<file path="src/rtl/btw_pkg.sv">
package btw_pkg;
  localparam int unsigned WORD_BYTES = 4;
  localparam int unsigned REC_WORDS  = 2;
  localparam int unsigned REC_BYTES  = WORD_BYTES * REC_WORDS;
  localparam int unsigned KIND_W     = 3;

  typedef enum logic [1:0] {
    SQ_IDLE = 2'd0,
    SQ_HEAD = 2'd1,
    SQ_TAIL = 2'd2
  } sq_state_e;
endpackage

</file>
<file path="src/rtl/btw_admit.sv">
module btw_admit #(
  parameter int unsigned DROP_W = 16
) (
  input  logic              clk,
  input  logic              rst_n,
  input  logic              br_valid,
  input  logic              br_cond_zero,
  input  logic              br_by_reset,
  input  logic              cfg_stall,
  input  logic              busy,
  input  logic              stop_full,
  output logic              br_ready,
  output logic              launch,
  output logic [DROP_W-1:0] drop_cnt
);
  logic              take;
  logic              keep;
  logic              drop;
  logic [DROP_W-1:0] cnt_q;
  logic [DROP_W-1:0] cnt_d;
  logic              cnt_en;

  always_comb begin
    br_ready = cfg_stall ? !busy : 1'b1;
    take     = br_valid && br_ready;
    keep     = !(br_cond_zero || br_by_reset);
    launch   = take && keep && !busy && !stop_full;
    drop     = take && keep && (busy || stop_full);
  end

  always_comb begin
    cnt_en = drop && (cnt_q != {DROP_W{1'b1}});
    cnt_d  = cnt_q + {{(DROP_W-1){1'b0}}, 1'b1};
  end

  always_ff @(posedge clk or negedge rst_n) begin
    if (!rst_n) begin
      cnt_q <= '0;
    end else if (cnt_en) begin
      cnt_q <= cnt_d;
    end
  end

  assign drop_cnt = cnt_q;

  // counter never moves backwards
  a_r10_cnt_monotonic: assert property (@(posedge clk) disable iff (!rst_n)
    1'b1 |=> cnt_q >= $past(cnt_q));
  // filtered branches never start a record
  a_r8_filtered_no_launch: assert property (@(posedge clk) disable iff (!rst_n)
    (br_cond_zero || br_by_reset) |-> !launch);
  // lossless mode never accepts while a record is pending
  a_r7_no_accept_busy: assert property (@(posedge clk) disable iff (!rst_n)
    (cfg_stall && busy) |-> !br_ready);
endmodule

</file>
<file path="src/rtl/btw_ptr.sv">
module btw_ptr #(
  parameter int unsigned AW    = 32,
  parameter int unsigned OFS_W = 21
) (
  input  logic          clk,
  input  logic          rst_n,
  input  logic [AW-1:0] cfg_start,
  input  logic [AW-1:0] cfg_end,
  input  logic          cfg_wrap,
  input  logic          adv,
  output logic [AW-1:0] wptr,
  output logic          full
);
  import btw_pkg::*;

  logic [AW-1:0]    span;
  logic [OFS_W-1:0] len;
  logic [OFS_W-1:0] step;
  logic [OFS_W-1:0] ofs_q, ofs_d;
  logic             full_q, full_d;
  logic             unused_span_hi;

  always_comb begin
    span = cfg_end - cfg_start;
    len  = span[OFS_W-1:0];
    step = ofs_q + OFS_W'(REC_BYTES);
  end

  assign unused_span_hi = ^span[AW-1:OFS_W];

  always_comb begin
    ofs_d  = step;
    full_d = full_q;
    if (step >= len) begin
      full_d = 1'b1;
      ofs_d  = cfg_wrap ? '0 : len;
    end
  end

  always_ff @(posedge clk or negedge rst_n) begin
    if (!rst_n) begin
      ofs_q  <= '0;
      full_q <= 1'b0;
    end else if (adv) begin
      ofs_q  <= ofs_d;
      full_q <= full_d;
    end
  end

  assign wptr = cfg_start + {{(AW-OFS_W){1'b0}}, ofs_q};
  assign full = full_q;

  // halt mode allows no further record once full
  a_r5_stop_holds: assert property (@(posedge clk) disable iff (!rst_n)
    (full_q && !cfg_wrap) |-> !adv);
  // pointer stays inside the window unless halted at the end
  a_r3_ofs_in_window: assert property (@(posedge clk) disable iff (!rst_n)
    !(full_q && !cfg_wrap) |-> (ofs_q < len));
endmodule

</file>
<file path="src/rtl/btw_seq.sv">
module btw_seq #(
  parameter int unsigned AW     = 32,
  parameter int unsigned KIND_W = 3
) (
  input  logic              clk,
  input  logic              rst_n,
  input  logic              launch,
  input  logic [AW-1:0]     src,
  input  logic [AW-1:0]     dst,
  input  logic [KIND_W-1:0] kind,
  input  logic [AW-1:0]     base,
  input  logic              mem_gnt,
  output logic              busy,
  output logic              done,
  output logic              mem_req,
  output logic [AW-1:0]     mem_addr,
  output logic [AW-1:0]     mem_data
);
  import btw_pkg::*;

  sq_state_e     st_q, st_d;
  logic [AW-1:0] head_q, tail_q, addr_q;
  logic [AW-1:0] head_d, tail_d, addr_d;
  logic          load_en, addr_en;
  logic          unused_src_lo;

  assign unused_src_lo = ^src[KIND_W-1:0];

  always_comb begin
    st_d    = st_q;
    load_en = 1'b0;
    addr_en = 1'b0;
    head_d  = {src[AW-1:KIND_W], kind};
    tail_d  = dst;
    addr_d  = addr_q + AW'(WORD_BYTES);
    done    = 1'b0;
    unique case (st_q)
      SQ_IDLE: if (launch) begin
        st_d    = SQ_HEAD;
        load_en = 1'b1;
        addr_d  = base;
        addr_en = 1'b1;
      end
      SQ_HEAD: if (mem_gnt) begin
        st_d    = SQ_TAIL;
        addr_en = 1'b1;
      end
      SQ_TAIL: if (mem_gnt) begin
        st_d = SQ_IDLE;
        done = 1'b1;
      end
      default: st_d = SQ_IDLE;
    endcase
  end

  always_ff @(posedge clk or negedge rst_n) begin
    if (!rst_n) begin
      st_q <= SQ_IDLE;
    end else begin
      st_q <= st_d;
    end
  end

  always_ff @(posedge clk or negedge rst_n) begin
    if (!rst_n) begin
      head_q <= '0;
      tail_q <= '0;
    end else if (load_en) begin
      head_q <= head_d;
      tail_q <= tail_d;
    end
  end

  always_ff @(posedge clk or negedge rst_n) begin
    if (!rst_n) begin
      addr_q <= '0;
    end else if (addr_en) begin
      addr_q <= addr_d;
    end
  end

  assign busy     = (st_q != SQ_IDLE);
  assign mem_req  = busy;
  assign mem_addr = addr_q;
  assign mem_data = (st_q == SQ_TAIL) ? tail_q : head_q;

  // an ungranted request holds address and data
  a_r9_hold: assert property (@(posedge clk) disable iff (!rst_n)
    (mem_req && !mem_gnt) |=> (mem_req && $stable(mem_addr) && $stable(mem_data)));
  // the second word follows the first at the next word address
  a_r2_tail_addr: assert property (@(posedge clk) disable iff (!rst_n)
    (st_q == SQ_HEAD && mem_gnt) |=> (mem_req && mem_addr == $past(mem_addr) + AW'(WORD_BYTES)));
  // a record never starts on top of a pending one
  a_r7_single_pending: assert property (@(posedge clk) disable iff (!rst_n)
    busy |-> !load_en);
endmodule

</file>
<file path="src/rtl/brtrace_mem_writer.sv">
module brtrace_mem_writer #(
  parameter int unsigned AW            = 32,
  parameter int unsigned MAX_WIN_BYTES = 1 << 20,
  parameter int unsigned DROP_W        = 16
) (
  input  logic                       clk,
  input  logic                       rst_n,
  input  logic                       br_valid,
  output logic                       br_ready,
  input  logic [AW-1:0]              br_src,
  input  logic [AW-1:0]              br_dst,
  input  logic [btw_pkg::KIND_W-1:0] br_kind,
  input  logic                       br_cond_zero,
  input  logic                       br_by_reset,
  input  logic [AW-1:0]              cfg_start,
  input  logic [AW-1:0]              cfg_end,
  input  logic                       cfg_wrap,
  input  logic                       cfg_stall,
  output logic                       mem_req,
  input  logic                       mem_gnt,
  output logic [AW-1:0]              mem_addr,
  output logic [AW-1:0]              mem_data,
  output logic [AW-1:0]              st_wptr,
  output logic                       st_full,
  output logic [DROP_W-1:0]          st_drop_cnt
);
  import btw_pkg::*;

  localparam int unsigned OFS_W = $clog2(MAX_WIN_BYTES) + 1;

  logic busy, launch, done, full, stop_full;
  logic [AW-1:0] wptr;

  assign stop_full = full && !cfg_wrap;

  btw_admit #(.DROP_W(DROP_W)) u_admit (
    .clk         (clk),
    .rst_n       (rst_n),
    .br_valid    (br_valid),
    .br_cond_zero(br_cond_zero),
    .br_by_reset (br_by_reset),
    .cfg_stall   (cfg_stall),
    .busy        (busy),
    .stop_full   (stop_full),
    .br_ready    (br_ready),
    .launch      (launch),
    .drop_cnt    (st_drop_cnt)
  );

  btw_ptr #(.AW(AW), .OFS_W(OFS_W)) u_ptr (
    .clk      (clk),
    .rst_n    (rst_n),
    .cfg_start(cfg_start),
    .cfg_end  (cfg_end),
    .cfg_wrap (cfg_wrap),
    .adv      (done),
    .wptr     (wptr),
    .full     (full)
  );

  btw_seq #(.AW(AW), .KIND_W(KIND_W)) u_seq (
    .clk     (clk),
    .rst_n   (rst_n),
    .launch  (launch),
    .src     (br_src),
    .dst     (br_dst),
    .kind    (br_kind),
    .base    (wptr),
    .mem_gnt (mem_gnt),
    .busy    (busy),
    .done    (done),
    .mem_req (mem_req),
    .mem_addr(mem_addr),
    .mem_data(mem_data)
  );

  assign st_wptr = wptr;
  assign st_full = full;

  // every request lands inside the programmed window
  a_r3_addr_window: assert property (@(posedge clk) disable iff (!rst_n)
    mem_req |-> (mem_addr >= cfg_start && mem_addr < cfg_end));
  // no write traffic once halted full
  a_r5_no_write_full: assert property (@(posedge clk) disable iff (!rst_n)
    stop_full |-> !mem_req);
  // lossy mode never holds the core
  a_r6_never_stall: assert property (@(posedge clk) disable iff (!rst_n)
    !cfg_stall |-> br_ready);
endmodule

</file>
<file path="config.mk">
export PLATFORM = sky130hd
export DESIGN_NAME = brtrace_mem_writer
export DESIGN_NICKNAME = d
export VERILOG_FILES = /design/src/rtl/btw_pkg.sv /design/src/rtl/btw_admit.sv /design/src/rtl/btw_ptr.sv /design/src/rtl/btw_seq.sv /design/src/rtl/brtrace_mem_writer.sv
export SDC_FILE = /design/constraint.sdc
export NUM_CORES = 1
export LEC_CHECK = 0
export ABC_AREA = 0
export BUFFER_PORTS_ARGS = -buffer_cell sky130_fd_sc_hd__buf_4
export CAP_MARGIN = 20
export CORE_ASPECT_RATIO = 0.75
export CORE_UTILIZATION = 45
export CTS_CLUSTER_SIZE = 20
export DETAILED_ROUTE_END_ITERATION = 10
export GPL_ROUTABILITY_DRIVEN = 0
export GPL_TIMING_DRIVEN = 0
export PLACE_DENSITY = 0.79
export SLEW_MARGIN = 25
export SYNTH_ARGS = -nofsm -noshare
export SYNTH_HDL_FRONTEND = slang
export SYNTH_SLANG_ARGS = --single-unit
export TNS_END_PERCENT = 100
</file>
<file path="constraint.sdc">
create_clock -name clk -period 10.1 [get_ports clk]
set_clock_uncertainty 0.2 [all_clocks]
set_input_delay 2.02 -clock clk [delete_from_list [all_inputs] [get_ports clk]]
set_output_delay 2.02 -clock clk [all_outputs]
set_load 0.01 [all_outputs]
</file>
==> qor.log, run 1 <==
INFO  run_status     status=finished, final reports clean
INFO  logic_synthesis syn_avg_cell_area=8.48µm²
INFO  timing         max_clock_freq=143MHz
INFO  logic_synthesis most_used_dff_post_synth=sky130_fd_sc_hd__dfrtp_1
INFO  critical_path  crit_family=compound AO/OA/AOI/OAI gates
INFO  global_routing gr-total-overflow=0
INFO  pwr            total_leakage_power=6.15nW
INFO  critical_path  timing.critical_path.cells=buf_4 > ha_1 > fa_1 > a21o_1 > a21oi_1 > o211ai_1 > a21boi_1 > o21a_1 > o21ai_1 > a221oi_1 > xnor2_1 > buf_4
INFO  logic_synthesis synth_largest_type_area_fraction=0.361
INFO  timing         timing.final.max_slew_violations=0
INFO  timing         setup_total_negative_slack=0ps
INFO  clocking       cts.htree.levels=4
INFO  logic_synthesis post_synthesis_instance_total=1,112
INFO  die            start_util=0.463
INFO  logic_synthesis synth_top_area_cell=sky130_fd_sc_hd__dfrtp_1
INFO  critical_path  cp_data_arrival_time=4790ps
INFO  logic_synthesis synthesis.area=9430µm²
INFO  die            die_height=127µm
INFO  pwr            power.total=2.34mW
INFO  placement      hpwl=22,700µm
INFO  finish         antennaDiodeCount=0
INFO  timing         grt_setup_unrepaired=no
INFO  clocking       ctsHoldBuffers=0
INFO  logic_synthesis post_syn_nets=1,318
INFO  timing         worst_margin_pin_slew=803ps
INFO  global_routing vias_in_the_first_global_route=8,656
INFO  timing         timing.slew.headroom=0.465
INFO  timing         report.final.hold_viol_count=0
INFO  route          viasPerCell=5.52
INFO  route          vias=9,189
INFO  critical_path  timing.critical_path.to_type=primary output
INFO  route          drtIter0Drc=918
INFO  global_routing wire_length_of_the_first_global_routing_pass=45,900µm
INFO  logic_synthesis synth_warnings=0
INFO  clocking       post-cts-setup-buffer-count=0
INFO  pwr            power.density_cell_area=192nW/µm²
INFO  critical_path  crit_path_start_kind=input pin
INFO  pwr            max_ir_drop_vdd=0.000101V
INFO  route          drt.antenna.violating_nets=0
INFO  logic_synthesis ys_seq_area_frac=0.361
INFO  timing         fin_crit_sh=0.694
INFO  die            row_count=45
INFO  route          drt-wirelength-per-cell=17.7µm
INFO  critical_path  cp_num_buf_inv=2
INFO  clocking       tritoncts_clock_tree=yes
INFO  placement      placed_area=11,600µm²
INFO  logic_synthesis ys_seq_elements=136
INFO  finish         fillerInstances=1,745
INFO  global_routing grt_max_degree=90
INFO  route          wirelength=29,400µm
INFO  clocking       numCtsBuffers=17
INFO  finish         mostFrequentLayoutCells=sky130_fd_sc_hd__nand2_1 (268), sky130_fd_sc_hd__buf_4 (237), sky130_fd_sc_hd__dfrtp_1 (136)
INFO  die            fp.dieW=169µm
INFO  timing         period_needed=7010ps
INFO  die            die-area=21,500µm²
INFO  clocking       clkLatencyLatePin=430ps
INFO  clocking       cts_buffer_depth=2
INFO  clocking       cts.repair.resized=0
INFO  critical_path  crit_path_top_delay_cell=sky130_fd_sc_hd__fa_1
INFO  worst_hold_path worst_hold_path_type=reg2reg
INFO  finish         nets=1,576
INFO  finish         fraction_of_layout_cells_with_a_size_suffix_above_1=0.232
INFO  placement      portBuffers=238
INFO  global_routing grtUsageTotal=0.273
INFO  flow_run       cap_violations=0
INFO  finish         cell_area_after_layout=12,200µm²
INFO  timing         report.final.setup_viol=0
INFO  die            floorplan.core_area=20,400µm²
INFO  route          post-route-drc-count=0
INFO  logic_synthesis synth_area_leaders=sky130_fd_sc_hd__dfrtp_1 (36%), sky130_fd_sc_hd__nand2_1 (11%), sky130_fd_sc_hd__ha_1 (8.6%), sky130_fd_sc_hd__xnor2_1 (5.2%), sky130_fd_sc_hd__mux2_2 (4.9%)
INFO  route          first_pass_iters=5
INFO  finish         area_growth=29.6%
INFO  clocking       cts_root_buf=sky130_fd_sc_hd__clkbuf_16
INFO  logic_synthesis synthDistinctLibCells=59
INFO  critical_path  critPathMaxFanout=3
INFO  global_routing grt_antenna_before_repair=0
INFO  clocking       cts.reportedPaths.clkPinSlew=60ps
INFO  logic_synthesis synth_enable_flop_cells=0
INFO  finish         mostFrequentLayoutCell=sky130_fd_sc_hd__nand2_1
INFO  clocking       cts.sink_count=136
INFO  logic_synthesis postSynth.asyncResetShare=1.00
INFO  critical_path  crit_top_cell=sky130_fd_sc_hd__buf_4
INFO  die            io_pins=254
INFO  critical_path  critPathKind=in2out
INFO  critical_path  max_stage_delay=400ps
INFO  critical_path  timing.critical_path.required=7880ps
-- metal layers --
metal / track usage / routed length (µm) / vias up
met2: 0.411 / 13000 / 419
met5: 0 / 0 / -
met3: 0.0623 / 2420 / 43
met1: 0.388 / 13400 / 4337
li1: - / - / 4390
met4: 0.0885 / 560 / 0
-- synthesized netlist by cell type, drive strengths merged (13+ instances only) --
master / n
a21o: 28
a21oi: 52
and3: 19
clkbuf: 34
dfrtp: 136
ha: 65
inv: 46
mux2: 43
nand2: 268
nand3: 45
nand4: 17
nor2: 56
nor3: 13
o21ai: 50
xnor2: 56
xor2: 38
-- worst paths after layout --
check / endpoint / start / depth (start not counted) / slack (ps)
max: st_wptr[18] / cfg_start[0] / 12 / 3090
min: u_seq.head_q[17] / u_seq.head_q[17] / 2 / 270
max reg2reg: u_ptr.ofs_q[11] / u_ptr.ofs_q[3] / 17 / 5290
min reg2reg: u_seq.head_q[17] / u_seq.head_q[17] / 2 / 270
max in group asynchronous: u_admit.drop_cnt[0] / rst_n / 2 / 7630
min in group asynchronous: u_seq.head_q[14] / rst_n / 1 / 1280
-- where the power goes --
part	total, mW	internal, mW	switching, mW	leakage [nW]
clock	0.666	0.396	0.270	0.296
combinational	0.875	0.419	0.456	4.12
sequential	0.802	0.672	0.131	1.73
-- flip-flops by register name (all words and copies together), names as in the netlist --
name	flops
u_admit.drop_cnt	16
u_ptr.full	1
u_ptr.ofs_q	21
u_seq.head_q	32
u_seq.mem_addr	32
u_seq.st_q	2
u_seq.tail_q	32
-- cells by family after synthesis --
logic type               count (synthesis)  synth area share
AO/OA/AOI/OAI                          215             0.153
XOR/XNOR                                94            0.0873
flip-flops                             136             0.361
adder cells (fa/ha/maj)                 67            0.0905
multiplexers                            45            0.0535
AND/OR/NAND/NOR                        471             0.221
buffers and inverters                   84            0.0334
-- worst min-delay path: stages, from the launching register on --
cell	delay, ps
sky130_fd_sc_hd__dfrtp_1	340
sky130_fd_sc_hd__nand2_1	50
sky130_fd_sc_hd__nand2_1	50
-- final cells by class --
| cell class | count | area [µm²] | share of cell area |
|---|---|---|---|
| Inverter | 46 | 173 | 0.0141 |
| Clock inverter | 14 | 189 | 0.0155 |
| Tap cell | 282 | 353 | 0.0289 |
| Buffer | 38 | 143 | 0.0117 |
| Multi-Input combinational cell | 892 | 5710 | 0.467 |
| Sequential cell | 136 | 3400 | 0.278 |
| Timing Repair Buffer | 239 | 1820 | 0.149 |
| Clock buffer | 18 | 429 | 0.0351 |
-- stage by stage --
stage / hold slack (ps) / cells / utilization / setup WS (ps)
5_1_grt: 291 / 1665 / 0.600 / 2940
3_5_place_dp: 257 / 1633 / 0.569 / 3000
3_3_place_gp: 253 / 1632 / 0.568 / 3030
4_1_cts: 274 / 1665 / 0.600 / 3140
6_report: 270 / 1665 / 0.600 / 3090
2_1_floorplan: 240 / 1112 / - / 3790
Note: power is estimated with default switching activity, not from simulation.
==> run 2, diff against run 1 <==
ABC_AREA = 1   (was 0)
PLACE_DENSITY = 0.77   (was 0.79)
clock period = 7.3 ns   (was 10.1 ns; I/O delays follow)
==> qor.log, run 2 <==
INFO  placement      portBuffers=238 [unchanged]
INFO  pwr            max_ir_drop_vdd=0.000193V [+90%]
INFO  timing         report.final.setup_viol=0 [unchanged]
INFO  logic_synthesis most_used_dff_post_synth=sky130_fd_sc_hd__dfrtp_1
INFO  critical_path  critical_path.reg2reg.startpoint=u_ptr.ofs_q[3]
INFO  finish         mostFrequentLayoutCell=sky130_fd_sc_hd__nand2_1
INFO  finish         multi_input_area=6710µm² [+17%]
INFO  timing         timing.final.max_slew_violations=0 [unchanged]
INFO  global_routing grtUsageTotal=0.293 [+0.0200]
INFO  pwr            power.total=3.73mW [+59%]
INFO  placement      placement.setup.worst_slack=2190ps [-812 ps]
INFO  critical_path  critPathMaxFanout=4 [+1]
INFO  critical_path  critical_path.reg2reg.endpoint=u_ptr.full
INFO  worst_hold_path hold_critical_path_endpoint=u_seq.tail_q[13]
INFO  die            floorplan.core_area=24,200µm² [+19%]
INFO  finish         area_growth=25.0%
INFO  pwr            total_leakage_power=7.61nW [+24%]
INFO  clocking       cts.htree.levels=4 [unchanged]
INFO  finish         fraction_of_layout_cells_with_a_size_suffix_above_1=0.169 [-0.0632]
INFO  critical_path  crit_path_top_delay_cell=sky130_fd_sc_hd__fa_1
INFO  timing         worst_margin_pin_slew=610ps [-193 ps]
INFO  logic_synthesis ys_seq_elements=136 [unchanged]
INFO  worst_hold_path worst_hold_path_type=reg2reg
INFO  logic_synthesis synthesis.area=11,200µm² [+19%]
INFO  logic_synthesis synth_area_leaders=sky130_fd_sc_hd__dfrtp_1 (30%), sky130_fd_sc_hd__nand2_1 (22%), sky130_fd_sc_hd__inv_1 (7.9%), sky130_fd_sc_hd__ha_1 (7.2%), sky130_fd_sc_hd__nor2_1 (4.6%)
INFO  timing         timing.slew.headroom=0.593 [+0.129]
INFO  logic_synthesis synth_warnings=0 [unchanged]
INFO  timing         layout_setup_ws=2120ps [-968 ps]
INFO  route          viasPerCell=5.29 [-4.2%]
INFO  route          post-route-drc-count=0 [unchanged]
INFO  clocking       tritoncts_clock_tree=yes
INFO  finish         antennaDiodeCount=0 [unchanged]
INFO  die            row_count=49 [+8.9%]
INFO  flow_run       cap_violations=0 [unchanged]
INFO  logic_synthesis ys_seq_area_frac=0.303 [-0.0582]
INFO  die            start_util=0.464 [+0.00154]
INFO  die            fp.dieW=185µm [+9.1%]
INFO  route          vias=12,500 [+36%]
INFO  worst_hold_path min_path_cells=2 [unchanged]
INFO  global_routing grt_antenna_before_repair=0 [unchanged]
INFO  logic_synthesis synth_largest_type_area_fraction=0.303 [-0.0582]
INFO  timing         fin_crit_sh=0.710
INFO  critical_path  timing.critical_path.cells=buf_4 > ha_1 > fa_1 > nand3_1 > nand2_1 > nand3_1 > nand3_1 > nand3_1 > nand3_1 > and2_1 > buf_4
INFO  clocking       cts.sink_count=136 [unchanged]
INFO  timing         period_needed=5180ps
INFO  pwr            power.density_cell_area=266nW/µm² [+38%]
INFO  clocking       post-cts-setup-buffer-count=0 [unchanged]
INFO  die            die_height=139µm [+9.0%]
INFO  route          first_pass_iters=7 [+2]
INFO  route          drt-wirelength-per-cell=15.9µm [-10%]
INFO  timing         report.final.hold_viol_count=0 [unchanged]
INFO  critical_path  critPathKind=in2out
INFO  finish         final_util=0.580 [-0.0193]
INFO  clocking       clkLatencyLatePin=420ps [about the same]
INFO  logic_synthesis synth_top_area_cell=sky130_fd_sc_hd__dfrtp_1
INFO  finish         mostFrequentLayoutCells=sky130_fd_sc_hd__nand2_1 (661), sky130_fd_sc_hd__buf_4 (240), sky130_fd_sc_hd__inv_1 (237)
INFO  global_routing wire_length_of_the_first_global_routing_pass=58,800µm [+28%]
INFO  critical_path  timing.critical_path.to_type=primary output
INFO  logic_synthesis synth_enable_flop_cells=0 [unchanged]
INFO  die            io_pins=254 [unchanged]
INFO  placement      hpwl=30,000µm [+32%]
INFO  logic_synthesis post_synth_most_frequent_cells=sky130_fd_sc_hd__nand2_1 (661), sky130_fd_sc_hd__inv_1 (237), sky130_fd_sc_hd__nor2_1 (139)
INFO  critical_path  crit_family=simple AND/OR/NAND/NOR gates
INFO  critical_path  timing.critical_path.required=5640ps [-2240 ps]
INFO  logic_synthesis post_syn_nets=1,961 [+49%]
INFO  clocking       cts.repair.resized=0 [unchanged]
INFO  timing         max_clock_freq=193MHz
INFO  route          drt.antenna.violating_nets=0 [unchanged]
INFO  critical_path  cp_data_arrival_time=3520ps [-1270 ps]
INFO  clocking       ctsHoldBuffers=0 [unchanged]
INFO  timing         setup_total_negative_slack=0ps [unchanged]
INFO  critical_path  crit_path_start_kind=input pin
INFO  die            die-area=25,600µm² [+19%]
INFO  clocking       cts_buffer_depth=2 [unchanged]
INFO  route          drtIter0Drc=1,254 [+37%]
INFO  logic_synthesis syn_avg_cell_area=6.41µm² [-24%]
INFO  global_routing gr-total-overflow=0 [unchanged]
INFO  critical_path  cp_num_buf_inv=2 [unchanged]
INFO  critical_path  crit_top_cell=sky130_fd_sc_hd__nand3_1
INFO  logic_synthesis postSynth.asyncResetShare=1.00 [unchanged]
INFO  timing         grt_setup_unrepaired=no
INFO  global_routing grt_max_degree=88 [-2.2%]
INFO  clocking       numCtsBuffers=17 [unchanged]
INFO  worst_hold_path timing.hold.worst.start=u_seq.tail_q[13]
INFO  critical_path  worst_r2r_path_depth=16 [-1]
INFO  logic_synthesis post_synthesis_instance_total=1,755 [+58%]
INFO  finish         layout.area.seq=3400µm² [unchanged]
INFO  finish         fillerInstances=2,291 [+31%]
INFO  logic_synthesis yosysMostFrequentCell=sky130_fd_sc_hd__nand2_1
INFO  run_status     status=finished, final reports clean
INFO  logic_synthesis synthDistinctLibCells=47 [-20%]
INFO  critical_path  max_stage_delay=470ps [+70 ps]
INFO  global_routing vias_in_the_first_global_route=11,400 [+31%]
INFO  clocking       cts.reportedPaths.clkPinSlew=60ps [about the same]
INFO  finish         nets=2,219 [+41%]
INFO  critical_path  ff2ff_setup_slack=3790ps [-1500 ps]
INFO  clocking       cts_root_buf=sky130_fd_sc_hd__clkbuf_16
INFO  route          wirelength=37,400µm [+27%]
run 2: cell count changes after synthesis, moves of 23 or more:
cell | before | now
sky130_fd_sc_hd__nand3_1 | 45 | 103
sky130_fd_sc_hd__nor2_1 | 56 | 139
sky130_fd_sc_hd__a21o_1 | 28 | 2
sky130_fd_sc_hd__clkbuf_1 | 34 | 11
sky130_fd_sc_hd__xnor2_1 | 56 | 14
sky130_fd_sc_hd__o21ai_0 | 44 | 99
sky130_fd_sc_hd__mux2_2 | 41 | 3
sky130_fd_sc_hd__nand2_1 | 268 | 661
sky130_fd_sc_hd__inv_1 | 46 | 237
run 2: metal layers:
metal / wire length [µm] / GRT usage / vias to the layer above
li1: - / - / 6037
met2: 15500 / 0.426 / 665
met4: 631 / 0.0706 / 0
met3: 3910 / 0.0601 / 50
met1: 17400 / 0.439 / 5705
met5: 0 / 0 / -
run 2: worst max-delay path by stage:
stage,end,slack [ps],startpoint,depth (start not counted)
final,st_wptr[28],2120,cfg_start[0],11
after global placement,st_wptr[26],2200,cfg_start[0],13
after global routing,st_wptr[30],2000,cfg_start[0],13
after CTS,st_wptr[30],2180,cfg_start[0],13
after floorplan,st_wptr[14],2760,cfg_start[0],11
after detailed placement,st_wptr[26],2190,cfg_start[0],13
run 2: worst register-to-register path: cells and delay by family, from the launching register on:
kind / cells / cell delay, ps
xor gates and xnor gates: 1 / 260
DFF: 1 / 410
adders and majority gates: 2 / 510
buffers and inverters: 2 / 160
and+or+nand+nor: 10 / 1570
AOI/OAI and AO/OA: 1 / 280
run 2: logic make-up (layout without fill, tap and decap cells):
logic type | count (synthesis) | after routing | synth area share
simple gates | 1029 | 1029 | 0.388
compound gates | 173 | 173 | 0.0815
xor+xnor | 60 | 60 | 0.0467
buf+inv | 286 | 556 | 0.101
flops | 136 | 136 | 0.303
mux | 4 | 4 | 0.00390
fa+ha+maj | 67 | 67 | 0.0759
run 2: report_power, final:
| part | switching (mW) | internal [mW] | leakage, nW |
|---|---|---|---|
| Clock | 0.347 | 0.520 | 0.283 |
| Combinational | 1.02 | 0.689 | 5.61 |
| Sequential | 0.206 | 0.953 | 1.71 |
| Total | 1.57 | 2.16 | 7.61 |
run 2: final cells by class:
cell class / instances / area share
timing repair buffer: 239 / 0.130
clock inverter: 11 / 0.00863
inverter: 247 / 0.0660
buffer: 39 / 0.0147
sequential: 136 / 0.242
multi-input combinational: 1333 / 0.477
clock buffer: 20 / 0.0325
tap: 331 / 0.0295
run 2: stage by stage:
step                      area [µm²]  hold slack [ps]  std cells
after floorplan                11200              249       1755
after global placement         13400              262       2324
after detailed placement       13500              265       2325
after CTS                      14100              281       2356
after global routing           14100              297       2356
final                          14100              277       2356
==> run 3, diff against run 2 <==
ABC_AREA = 0   (was 1)
PLACE_DENSITY = 0.79   (was 0.77)
clock period = 4.8 ns   (was 7.3 ns; I/O delays follow)
==> qor.log, run 3 (same netlist as run 1, synthesis figures left out) <==
INFO  clocking       tritoncts_clock_tree=yes
INFO  pwr            total_leakage_power=6.23nW [-18%]
INFO  critical_path  cp_data_arrival_time=4780ps [+1260 ps]
INFO  placement      hpwl=23,200µm [-23%]
INFO  route          first_pass_iters=6 [-1]
INFO  global_routing grt_antenna_before_repair=0 [unchanged]
INFO  route          wirelength=30,300µm [-19%]
INFO  global_routing gr-total-overflow=0 [unchanged]
INFO  critical_path  critPathMaxFanout=4 [unchanged]
INFO  critical_path  max_stage_delay=360ps [-110 ps]
INFO  timing         fin_crit_sh=0.976
INFO  clocking       clkLatencyLatePin=420ps [about the same]
INFO  clocking       cts.sink_count=136 [unchanged]
INFO  finish         mostFrequentLayoutCells=sky130_fd_sc_hd__nand2_1 (266), sky130_fd_sc_hd__buf_4 (246), sky130_fd_sc_hd__dfrtp_1 (136)
INFO  die            floorplan.core_area=20,400µm² [-16%]
INFO  critical_path  cp_num_buf_inv=2 [unchanged]
INFO  worst_hold_path worst_hold_path_type=in2async
INFO  timing         timing.final.max_slew_violations=0 [unchanged]
INFO  global_routing vias_in_the_first_global_route=8,927 [-21%]
INFO  route          viasPerCell=5.64 [+6.7%]
INFO  route          post-route-drc-count=0 [unchanged]
INFO  finish         cell_area_after_layout=12,400µm² [-11%]
INFO  finish         mostFrequentLayoutCell=sky130_fd_sc_hd__nand2_1
INFO  global_routing grtUsageTotal=0.279 [-0.0140]
INFO  critical_path  crit_family=compound AO/OA/AOI/OAI gates
INFO  clocking       cts_root_buf=sky130_fd_sc_hd__clkbuf_16
INFO  die            start_util=0.463 [-0.00154]
INFO  die            die_height=127µm [-8.3%]
INFO  route          drtIter0Drc=934 [-26%]
INFO  route          drt-wirelength-per-cell=18.1µm [+14%]
INFO  die            row_count=45 [-8.2%]
INFO  flow_run       cap_violations=0 [unchanged]
INFO  placement      portBuffers=238 [unchanged]
INFO  route          drt.antenna.violating_nets=0 [unchanged]
INFO  timing         timing.slew.headroom=0.473 [-0.120]
INFO  timing         layout_setup_ws=114ps [-2010 ps]
INFO  pwr            power.density_cell_area=400nW/µm² [+51%]
INFO  finish         fraction_of_layout_cells_with_a_size_suffix_above_1=0.258 [+0.0889]
INFO  global_routing grt_max_degree=92 [+4.5%]
INFO  timing         worst_margin_pin_slew=788ps [+178 ps]
INFO  critical_path  timing.critical_path.cells=buf_4 > ha_1 > fa_2 > nor2b_1 > o21ai_1 > a21boi_2 > o32ai_2 > o21ai_2 > a2111oi_4 > o31ai_2 > xnor2_1 > ha_1 > a21o_1 > a21o_1 > a21oi_2 > o21ai_2 > a21oi_4 > buf_4 > nor3_1 > o32a_1
INFO  clocking       numCtsBuffers=17 [unchanged]
INFO  placement      placed_cells=1,633 [-30%]
INFO  finish         layoutNonFillerInstCount=1,671 [-29%]
INFO  timing         period_needed=4690ps
INFO  die            io_pins=254 [unchanged]
INFO  critical_path  critPathKind=in2reg
INFO  clocking       cts_buffer_depth=2 [unchanged]
INFO  clocking       cts.reportedPaths.clkPinSlew=70ps [about the same]
INFO  timing         max_clock_freq=213MHz
INFO  placement      placement.setup.worst_slack=-1040ps [-3230 ps]
INFO  clocking       cts.htree.levels=4 [unchanged]
INFO  pwr            power.total=4.98mW [+33%]
INFO  critical_path  crit_path_start_kind=input pin
INFO  global_routing wire_length_of_the_first_global_routing_pass=46,800µm [-20%]
INFO  critical_path  crit_path_top_delay_cell=sky130_fd_sc_hd__fa_2
INFO  run_status     status=finished, final reports clean
INFO  finish         nets=1,583 [-29%]
INFO  placement      placed_area=11,600µm² [-14%]
INFO  finish         antennaDiodeCount=0 [unchanged]
INFO  critical_path  timing.critical_path.to_type=register
INFO  route          vias=9,427 [-24%]
INFO  timing         report.final.setup_viol=0 [unchanged]
INFO  die            die-area=21,500µm² [-16%]
INFO  finish         area_growth=32.0%
INFO  die            fp.dieW=169µm [-8.3%]
INFO  clocking       ctsHoldBuffers=0 [unchanged]
INFO  pwr            max_ir_drop_vdd=0.000250V [+30%]
INFO  timing         report.final.hold_viol_count=0 [unchanged]
INFO  critical_path  timing.critical_path.required=4900ps [-740 ps]
==> run 3: cell count changes in the layout (fill, tap and decap cells not counted), sizes merged, moves of 18 or more <==
| cell | delta |
|---|---|
| nand2 | -400 |
| inv | -196 |
| nor2 | -97 |
| nand3 | -65 |
| o21ai | -53 |
| xnor2 | +42 |
| mux2 | +40 |
| a21o | +26 |
| and3 | +18 |
| clkbuf | +18 |
| nor3 | -18 |
==> run 3: metal layers <==
metal | wire [µm] | part of all wire | up-vias | global-route usage
li1 | - | - | 4403 | -
met1 | 13800 | 0.46 | 4535 | 0.398
met2 | 13500 | 0.44 | 432 | 0.422
met3 | 2250 | 0.074 | 57 | 0.0579
met4 | 760 | 0.025 | 0 | 0.0922
met5 | 0 | 0 | - | 0
==> run 3: layout make-up <==
cell class / count / area, µm²
Fill cell: 1767 / 7940
Multi-Input combinational cell: 892 / 5870
Sequential cell: 136 / 3400
Timing Repair Buffer: 247 / 1880
Clock buffer: 17 / 425
Tap cell: 282 / 353
Clock inverter: 14 / 190
Inverter: 46 / 173
Buffer: 37 / 153
==> run 3: report_power, final <==
part           internal (mW)  total, mW  switching, mW
sequential              1.41       1.69          0.274
clock                  0.831       1.39          0.557
combinational          0.910       1.90          0.995
==> run 3: worst paths after layout <==
path                                        from          endpoint  slack [ps]  depth (start not counted)
max in group asynchronous                  rst_n    u_ptr.ofs_q[2]        3390                          2
worst min-delay path                       rst_n  u_seq.tail_q[12]         220                          1
min in group clk                u_seq.head_q[21]  u_seq.head_q[21]         270                          2
worst max-delay path                cfg_start[0]    u_ptr.ofs_q[6]         110                         20
worst max register to register    u_ptr.ofs_q[3]    u_ptr.ofs_q[6]         600                         16
worst min register to register  u_seq.head_q[21]  u_seq.head_q[21]         270                          2
==> run 3: stage by stage <==
stage	TNS [ps]	hold slack, ps	util
after CTS	0	239	0.604
after global placement	-17190	253	0.568
after floorplan	0	240	-
after global routing	-3.44	238	0.611
after detailed placement	-18650	258	0.570
final	0	223	0.611
==> run 3: timing repair <==
action,4_1_cts,5_1_grt
buffers inserted,4,4
setup endpoints to repair,24,28
resized for setup,15,26
pin swaps,3,11
